[config.mk]
export PLATFORM = sky130hd
export DESIGN_NAME = frame_err_inject
export DESIGN_NICKNAME = d
export VERILOG_FILES = /design/src/rtl/frame_inj_pkg.sv /design/src/rtl/cmd_edge_det.sv /design/src/rtl/inj_run_ctrl.sv /design/src/rtl/byte_replace.sv /design/src/rtl/frame_err_inject.sv
export SDC_FILE = /design/constraint.sdc
export NUM_CORES = 1
export LEC_CHECK = 0
export ABC_CLOCK_PERIOD_IN_PS = 2850
export BUFFER_PORTS_ARGS = -buffer_cell sky130_fd_sc_hd__buf_2
export CAP_MARGIN = 20
export CORE_ASPECT_RATIO = 0.8
export CORE_MARGIN = 4
export CORE_UTILIZATION = 47
export CTS_CLUSTER_SIZE = 25
export DETAILED_ROUTE_END_ITERATION = 7
export GPL_TIMING_DRIVEN = 0
export PLACE_DENSITY = 0.81
export SLEW_MARGIN = 20
export SYNTH_ARGS = -nofsm -noshare
export SYNTH_HDL_FRONTEND = slang
export SYNTH_SLANG_ARGS = --single-unit
[constraint.sdc]
create_clock -name clk_i -period 2.85 [get_ports clk_i]
set_clock_uncertainty 0.05 [all_clocks]
set_input_delay 0.57 -clock clk_i [delete_from_list [all_inputs] [get_ports clk_i]]
set_output_delay 0.57 -clock clk_i [all_outputs]
set_load 0.03 [all_outputs]
[src/rtl/frame_inj_pkg.sv]
package frame_inj_pkg;
  typedef enum logic [1:0] {
    SEL_PASS = 2'd0,
    SEL_A1   = 2'd1,
    SEL_A2   = 2'd2
  } byte_sel_e;
endpackage

[src/rtl/cmd_edge_det.sv]
module cmd_edge_det (
  input  logic clk_i,
  input  logic rst_ni,
  input  logic cmd_i,
  output logic rise_o
);
  logic cmd_q;

  always_ff @(posedge clk_i or negedge rst_ni) begin
    if (!rst_ni) cmd_q <= 1'b0;
    else         cmd_q <= cmd_i;
  end

  assign rise_o = cmd_i & ~cmd_q;
endmodule

[src/rtl/inj_run_ctrl.sv]
module inj_run_ctrl
  import frame_inj_pkg::*;
#(
  parameter int CNT_W = 4,
  parameter int N_A1  = 12,
  parameter int N_A2  = 12
) (
  input  logic             clk_i,
  input  logic             rst_ni,
  input  logic             rise_i,
  input  logic             sof_i,
  input  logic [CNT_W-1:0] nframes_i,
  output byte_sel_e        sel_o,
  output logic             busy_o
);
  localparam int HDR   = N_A1 + N_A2;
  localparam int POS_W = $clog2(HDR + 1);
  localparam logic [POS_W-1:0] LAST_POS = POS_W'(HDR - 1);
  localparam logic [POS_W-1:0] A1_END   = POS_W'(N_A1);

  logic             busy_q, act_q;
  logic [CNT_W-1:0] rem_q;
  logic [POS_W-1:0] pos_q;
  logic             start_frm;

  assign start_frm = busy_q & sof_i & (rem_q != '0);

  always_comb begin
    if (start_frm)            sel_o = SEL_A1;
    else if (act_q && !sof_i) sel_o = (pos_q < A1_END) ? SEL_A1 : SEL_A2;
    else                      sel_o = SEL_PASS;
  end

  always_ff @(posedge clk_i or negedge rst_ni) begin
    if (!rst_ni) begin
      busy_q <= 1'b0;
      act_q  <= 1'b0;
      rem_q  <= '0;
      pos_q  <= '0;
    end else if (!busy_q) begin
      // count sampled on the accepted edge; zero count never arms
      if (rise_i && nframes_i != '0) begin
        busy_q <= 1'b1;
        rem_q  <= nframes_i;
      end
    end else if (start_frm) begin
      rem_q <= rem_q - 1'b1;
      act_q <= 1'b1;
      pos_q <= POS_W'(1);
    end else if (act_q && sof_i) begin
      // frame start inside header with nothing left: end the run
      act_q  <= 1'b0;
      busy_q <= 1'b0;
    end else if (act_q) begin
      if (pos_q == LAST_POS) begin
        act_q <= 1'b0;
        if (rem_q == '0) busy_q <= 1'b0;
      end else begin
        pos_q <= pos_q + 1'b1;
      end
    end
  end

  assign busy_o = busy_q;
endmodule

[src/rtl/byte_replace.sv]
module byte_replace
  import frame_inj_pkg::*;
#(
  parameter int DATA_W = 8
) (
  input  logic              clk_i,
  input  logic              rst_ni,
  input  logic [DATA_W-1:0] data_i,
  input  logic              sof_i,
  input  byte_sel_e         sel_i,
  input  logic [DATA_W-1:0] a1_i,
  input  logic [DATA_W-1:0] a2_i,
  output logic [DATA_W-1:0] data_o,
  output logic              sof_o
);
  logic [DATA_W-1:0] nxt;

  always_comb begin
    unique case (sel_i)
      SEL_A1:  nxt = a1_i;
      SEL_A2:  nxt = a2_i;
      default: nxt = data_i;
    endcase
  end

  always_ff @(posedge clk_i or negedge rst_ni) begin
    if (!rst_ni) begin
      data_o <= '0;
      sof_o  <= 1'b0;
    end else begin
      data_o <= nxt;
      sof_o  <= sof_i;
    end
  end
endmodule

[src/rtl/frame_err_inject.sv]
module frame_err_inject
  import frame_inj_pkg::*;
#(
  parameter int DATA_W = 8,
  parameter int CNT_W  = 4,
  parameter int N_A1   = 12,
  parameter int N_A2   = 12
) (
  input  logic              clk_i,
  input  logic              rst_ni,
  input  logic [DATA_W-1:0] data_i,
  input  logic              sof_i,
  input  logic              cmd_i,
  input  logic [DATA_W-1:0] a1_val_i,
  input  logic [DATA_W-1:0] a2_val_i,
  input  logic [CNT_W-1:0]  nframes_i,
  output logic [DATA_W-1:0] data_o,
  output logic              sof_o,
  output logic              busy_o
);
  logic      rise;
  byte_sel_e sel;

  cmd_edge_det u_edge (
    .clk_i  (clk_i),
    .rst_ni (rst_ni),
    .cmd_i  (cmd_i),
    .rise_o (rise)
  );

  inj_run_ctrl #(
    .CNT_W (CNT_W),
    .N_A1  (N_A1),
    .N_A2  (N_A2)
  ) u_ctrl (
    .clk_i     (clk_i),
    .rst_ni    (rst_ni),
    .rise_i    (rise),
    .sof_i     (sof_i),
    .nframes_i (nframes_i),
    .sel_o     (sel),
    .busy_o    (busy_o)
  );

  byte_replace #(
    .DATA_W (DATA_W)
  ) u_repl (
    .clk_i  (clk_i),
    .rst_ni (rst_ni),
    .data_i (data_i),
    .sof_i  (sof_i),
    .sel_i  (sel),
    .a1_i   (a1_val_i),
    .a2_i   (a2_val_i),
    .data_o (data_o),
    .sof_o  (sof_o)
  );
endmodule

Word-level counts from Yosys, hierarchy flattened
Index checks and enable logic that the tools add are counted.

$add $sub $neg: 2. $lt $le $gt $ge: 1. Equal/unequal tests: 6. Multiplexer cells: 22. Bitwise logic cells: 4. Reductions and logical operators: 11.

Operators by type and width (count): $mux 5 (4); $pmux 8 s2 (1); $mux 4 (3); $mux 1 (11); $reduce_bool 4->1 (2); $mux 2 (3); $add 5x1->5 const B (1); $eq 5x5->1 const B (1); $lt 5x4->1 const B (1); $logic_not 4->1 (1); $ne 2x1->1 const B (2); $reduce_and 4->1 (1); $reduce_bool 2->1 (2); $sub 4x1->4 const B (1); $and 1x1->1 (3); $logic_and 1x1->1 (3); $eq 2x1->1 const B (1); $eq 2x2->1 const B (1); $ne 2x2->1 const B (1); $reduce_and 2->1 (1); $logic_not 1->1 (1); $not 1->1 (1).

Register bits after elaboration: 21. Output and inout bits: 10. Logic and storage cells: 53.

Logic depth before layout (Yosys ltp)
Depth after elaboration: 7. Gate-level depth with buffers: 10. Mapped depth without buffers: 9.

Cells and area by module
Synthesis repeated with hierarchy kept, for this count alone.

Cell total of the unflattened synthesis: 113. Area, all modules: 1126.1 um^2.

By module, submodules not included: inj_run_ctrl (times used 1, cells an instance 71, area an instance 669.4 um^2); byte_replace (times used 1, cells an instance 40, area an instance 417.9 um^2); cmd_edge_det (times used 1, cells an instance 2, area an instance 38.8 um^2).

Worst setup path after synthesis
Ideal clock, no wire load.

Kind: register to register. Start point: reg u_ctrl.rem_q[0]. End point: reg u_repl.data_o[3]. Setup time: 0.136 ns. Data arrival time: 1.838 ns. Required time: 2.664 ns. Slack: 0.826 ns. Cell stages (with the launch flop): 9. Clock period less this slack: 2.024 ns. Cell sequence: dfrtp_1 inv_1 ha_1 nor3b_4 nor2_1 a21o_1 ha_1 clkbuf_1 o21ai_0.

Cells in the longest elaborated chain, start to end: 5.

Ends and longest elaborated chain: start, declared (line inj_run_ctrl.sv:22) `logic [CNT_W-1:0] rem_q;`; start signal, assigned (line inj_run_ctrl.sv:44) `rem_q <= nframes_i;`; start signal, assigned (line inj_run_ctrl.sv:47) `rem_q <= rem_q - 1'b1;`; $reduce_bool 4->1 * (line inj_run_ctrl.sv:26) `assign start_frm = busy_q & sof_i & (rem_q != '0);`; $and 1x1->1 * (line inj_run_ctrl.sv:26); $mux 2 * (line inj_run_ctrl.sv:29) `if (start_frm) sel_o = SEL_A1;`; $eq 2x2->1 / $eq 2x1->1 (equally long branches) (line byte_replace.sv:19) `unique case (sel_i)`; $pmux 8 s2 * (line byte_replace.sv:19); net u_repl.nxt[3] (line byte_replace.sv:16) `logic [DATA_W-1:0] nxt;`; end signal, assigned (line byte_replace.sv:31) `data_o <= nxt;`; end, declared (line byte_replace.sv:13) `output logic [DATA_W-1:0] data_o,`.

The timed path passes the listed nets; every way through them passes the cells marked *. A chain may end at the register's enable or synchronous reset.

Final worst setup path
Ends and elaborated chain as after synthesis.

==> metrics.md <==
| Metric | Value |
|---|---|
| Top FF cell, synth | `dfrtp_1` |
| Final GP Congestion | `0.830` |
| # hold bufs at CTS | `0` |
| Share of cells above drive strength 1 | `0.340` |
| Most common cell on crit path | `ha_1` |
| Starting density of the core | `0.501` |
| Top-count cell post-synth | `dfrtp_1` |
| Initial DRC count | `38` |
| Slowest CP cell | `dfrtp_1` |
| Clock-pin slew on the worst setup and hold paths | `0.13 ns` |
| P per Cell Area | `around 880 nW/um^2` |
| DP Area | `between 1000 and 1500 um^2` |
| Largest area contributor in the netlist | `dfrtp_1` |
| Via-to-Cell Ratio | `5.28` |
| Slew Limit Fails | `0` |
| Routed Antenna Nets | `0` |
| Post-CTS Setup Inserts | `0` |
| Synthesized area per cell | `10.1 um^2` |
| Antenna Cells | `0` |
| Die area | `about 3200 um^2` |
| CTS sink count | `21` |
| Relative slew slack | `0.696` |
| DRC | `0` |
| Min cycle time layout | `2.31 ns` |
| TritonRoute pass-1 iters | `4` |
| Die Y | `51.1 um` |
| Critical path class | `flip-flop to flip-flop` |
| Top post-synthesis cells by area | `dfrtp_1, o21ai_0, a22oi_1, ha_1, nand2_1` |
| Async SR Flop Fraction | `1.00` |
| First-pass GRT wire length | `3950 um` |
| CTS tree | `built` |
| Post-route clock period utilization | `0.811` |
| Max IR drop VDD | `574 uV` |
| Lkg Pwr | `0.691 nW` |
| Post-Route WL | `2320 um` |
| Hold crit path type | `primary input to async pin` |
| EDFF count, synth | `0` |
| Fmax | `433 MHz` |
| Final worst slack | `approximately 0.54 ns` |
| Post-synth top cells | `dfrtp_1, o21ai_0, nand2_1` |
| Seq/Total Area, Yosys | `0.482` |
| Critical path startpoint | `u_ctrl.rem_q[0]` |
| Via count | `940` |
| Fill cells | `187` |
| Fin util | `0.623` |
| Final layout net count | `190` |
| Post-DP HPWL | `1820 um` |
| Critical Path Fanout Max | `10` |
| Arr. time, crit path | `2.46 ns` |
| Boundary Pins | `42` |
| Mapped cell area | `1090 um^2` |
| All-Layer GR Usage | `0.171` |
| Area growth, synth to finish | `24.5%` |
| Cells after synthesis | `108` |
| YS warnings | `0` |
| Number of global-route vias before repair | `915` |
| RSZ-0062 raised after global routing | `false` |
| Final Hold Vio Count | `0` |
| Wire per inst | `13.0 um` |
| Initial antenna violation count | `0` |
| Status | `complete, no violations` |
| Worst-path cell chain | `inv_1 > ha_1 > nor3b_4 > nor2_1 > a21o_1 > ha_1 > clkbuf_1 > o21ai_0` |
| Port Buffer Count | `41` |
| Largest net degree at the start of global routing | `22` |
| Max Cap Viol | `0` |
| Post-cts sizing count | `0` |
| Floorplan core area | `2180 um^2` |
| FP Rows | `15` |
| Clock buffer count from CTS | `3` |
| Final instance area | `1360 um^2` |
| CTS Buffer Depth | `2` |
| Unique cell type count in the Yosys netlist | `35` |
| Post-synth top area share | `0.482` |
| # H-tree levels | `1` |
| Synth Register Bits | `21` |
| DP Worst Slack | `between 0.5 and 0.6 ns` |
| Worst reg-to-reg setup slack | `0.54 ns` |
| Setup violations, final | `0` |
| Post-Syn Nets | `144` |
| CP required | `3.00 ns` |
| Worst setup EP type | `flip-flop` |
| Startpoint Class | `flip-flop` |
| Root Driver | `clkbuf_4` |
| Clk_lat worst skew | `0.32 ns` |
| Die Span X | `61.8 um` |
| Setup TNS | `0 ns` |
| Tightest Pin Transition | `0.457 ns` |
| Crit-path max cell delay | `0.42 ns` |
| R2R Path Start | `u_ctrl.rem_q[0]` |
| Total grt overflow | `0` |
## critical path: cells and delay by family (launching register included)
| family | cells | cell delay (ns) |
|---|---|---|
| adder cells (fa/ha/maj) | 2 | 0.55 |
| flip-flops | 1 | 0.42 |
| AND/OR/NAND/NOR | 2 | 0.41 |
| buffers and inverters | 2 | 0.40 |
| AO/OA/AOI/OAI | 2 | 0.36 |
## metal layers
| layer | vias to the layer above | wire, um | GRT usage |
|---|---|---|---|
| met5 | - | 0 | 0 |
| met4 | 0 | 44 | 0.0636 |
| met3 | 4 | 238 | 0.0631 |
| met2 | 36 | 1010 | 0.268 |
| met1 | 421 | 1030 | 0.213 |
| li1 | 479 | - | - |
## state kept, by name (all words and copies together), names as in the netlist
| register | count |
|---|---|
| u_edge.cmd_q | 1 |
| u_repl.data_o | 8 |
| u_ctrl.act_q | 1 |
| u_ctrl.rem_q | 4 |
| u_ctrl.busy_o | 1 |
| u_repl.sof_o | 1 |
| u_ctrl.pos_q | 5 |
## metrics by stage
step / hold slack [ns] / total power [mW] / std cells
2_1_floorplan: 0.224 / 0.894 / 108
3_3_place_gp: 0.436 / 1.03 / 174
3_5_place_dp: 0.461 / 1.06 / 174
4_1_cts: 0.139 / 1.21 / 178
5_1_grt: 0.144 / 1.31 / 178
6_report: 0.129 / 1.20 / 178
## cell families after synthesis
kind of cell	Yosys count	share of synthesized area
compound gates	32	0.201
xor+xnor	3	0.0241
fa+ha+maj	4	0.0459
buf+inv	11	0.0390
flops	21	0.482
mux	2	0.0184
simple gates	35	0.189
## cells in the final DEF, fill, tap and decap left out, types with 3 or more instances in the layout
cell / netlist / routed
a22oi_1: 8 / 8
buf_2: 1 / 42
clkbuf_1: 3 / 3
clkbuf_4: 0 / 3
dfrtp_1: 21 / 21
ha_1: 4 / 4
inv_1: 7 / 7
nand2_1: 12 / 12
nand3_1: 3 / 3
nor2_1: 6 / 6
o21ai_0: 13 / 13
xor2_1: 3 / 3
## worst paths after layout
kind	endpoint	cells after the start
hold / removal	u_repl.data_o[0]	1
min in group clk_i	u_edge.cmd_q	1
hold reg to reg	u_ctrl.rem_q[0]	1
setup reg to reg	u_repl.data_o[3]	8
max in group asynchronous	u_ctrl.pos_q[2]	1
setup / recovery	u_repl.data_o[3]	8
## cell type report
type / instances / area (um^2) / share of cell area
flip-flops and latches: 21 / 526 / 0.387
clock inverters: 1 / 7.51 / 0.00554
clock buffers: 3 / 22.5 / 0.0166
repair buffers: 41 / 205 / 0.151
plain buffers: 4 / 16.3 / 0.0120
inverters: 7 / 26.3 / 0.0194
well taps: 25 / 31.3 / 0.0231
multi-input cells: 76 / 522 / 0.385
## where the power goes
| group | switching [mW] | total (mW) | internal [mW] |
|---|---|---|---|
| Clock | 0.0961 | 0.150 | 0.0537 |
| Combinational | 0.350 | 0.571 | 0.221 |
| Sequential | 0.0767 | 0.478 | 0.402 |
| Total | 0.523 | 1.20 | 0.677 |
No activity file was read; power rests on OpenSTA's default activity.
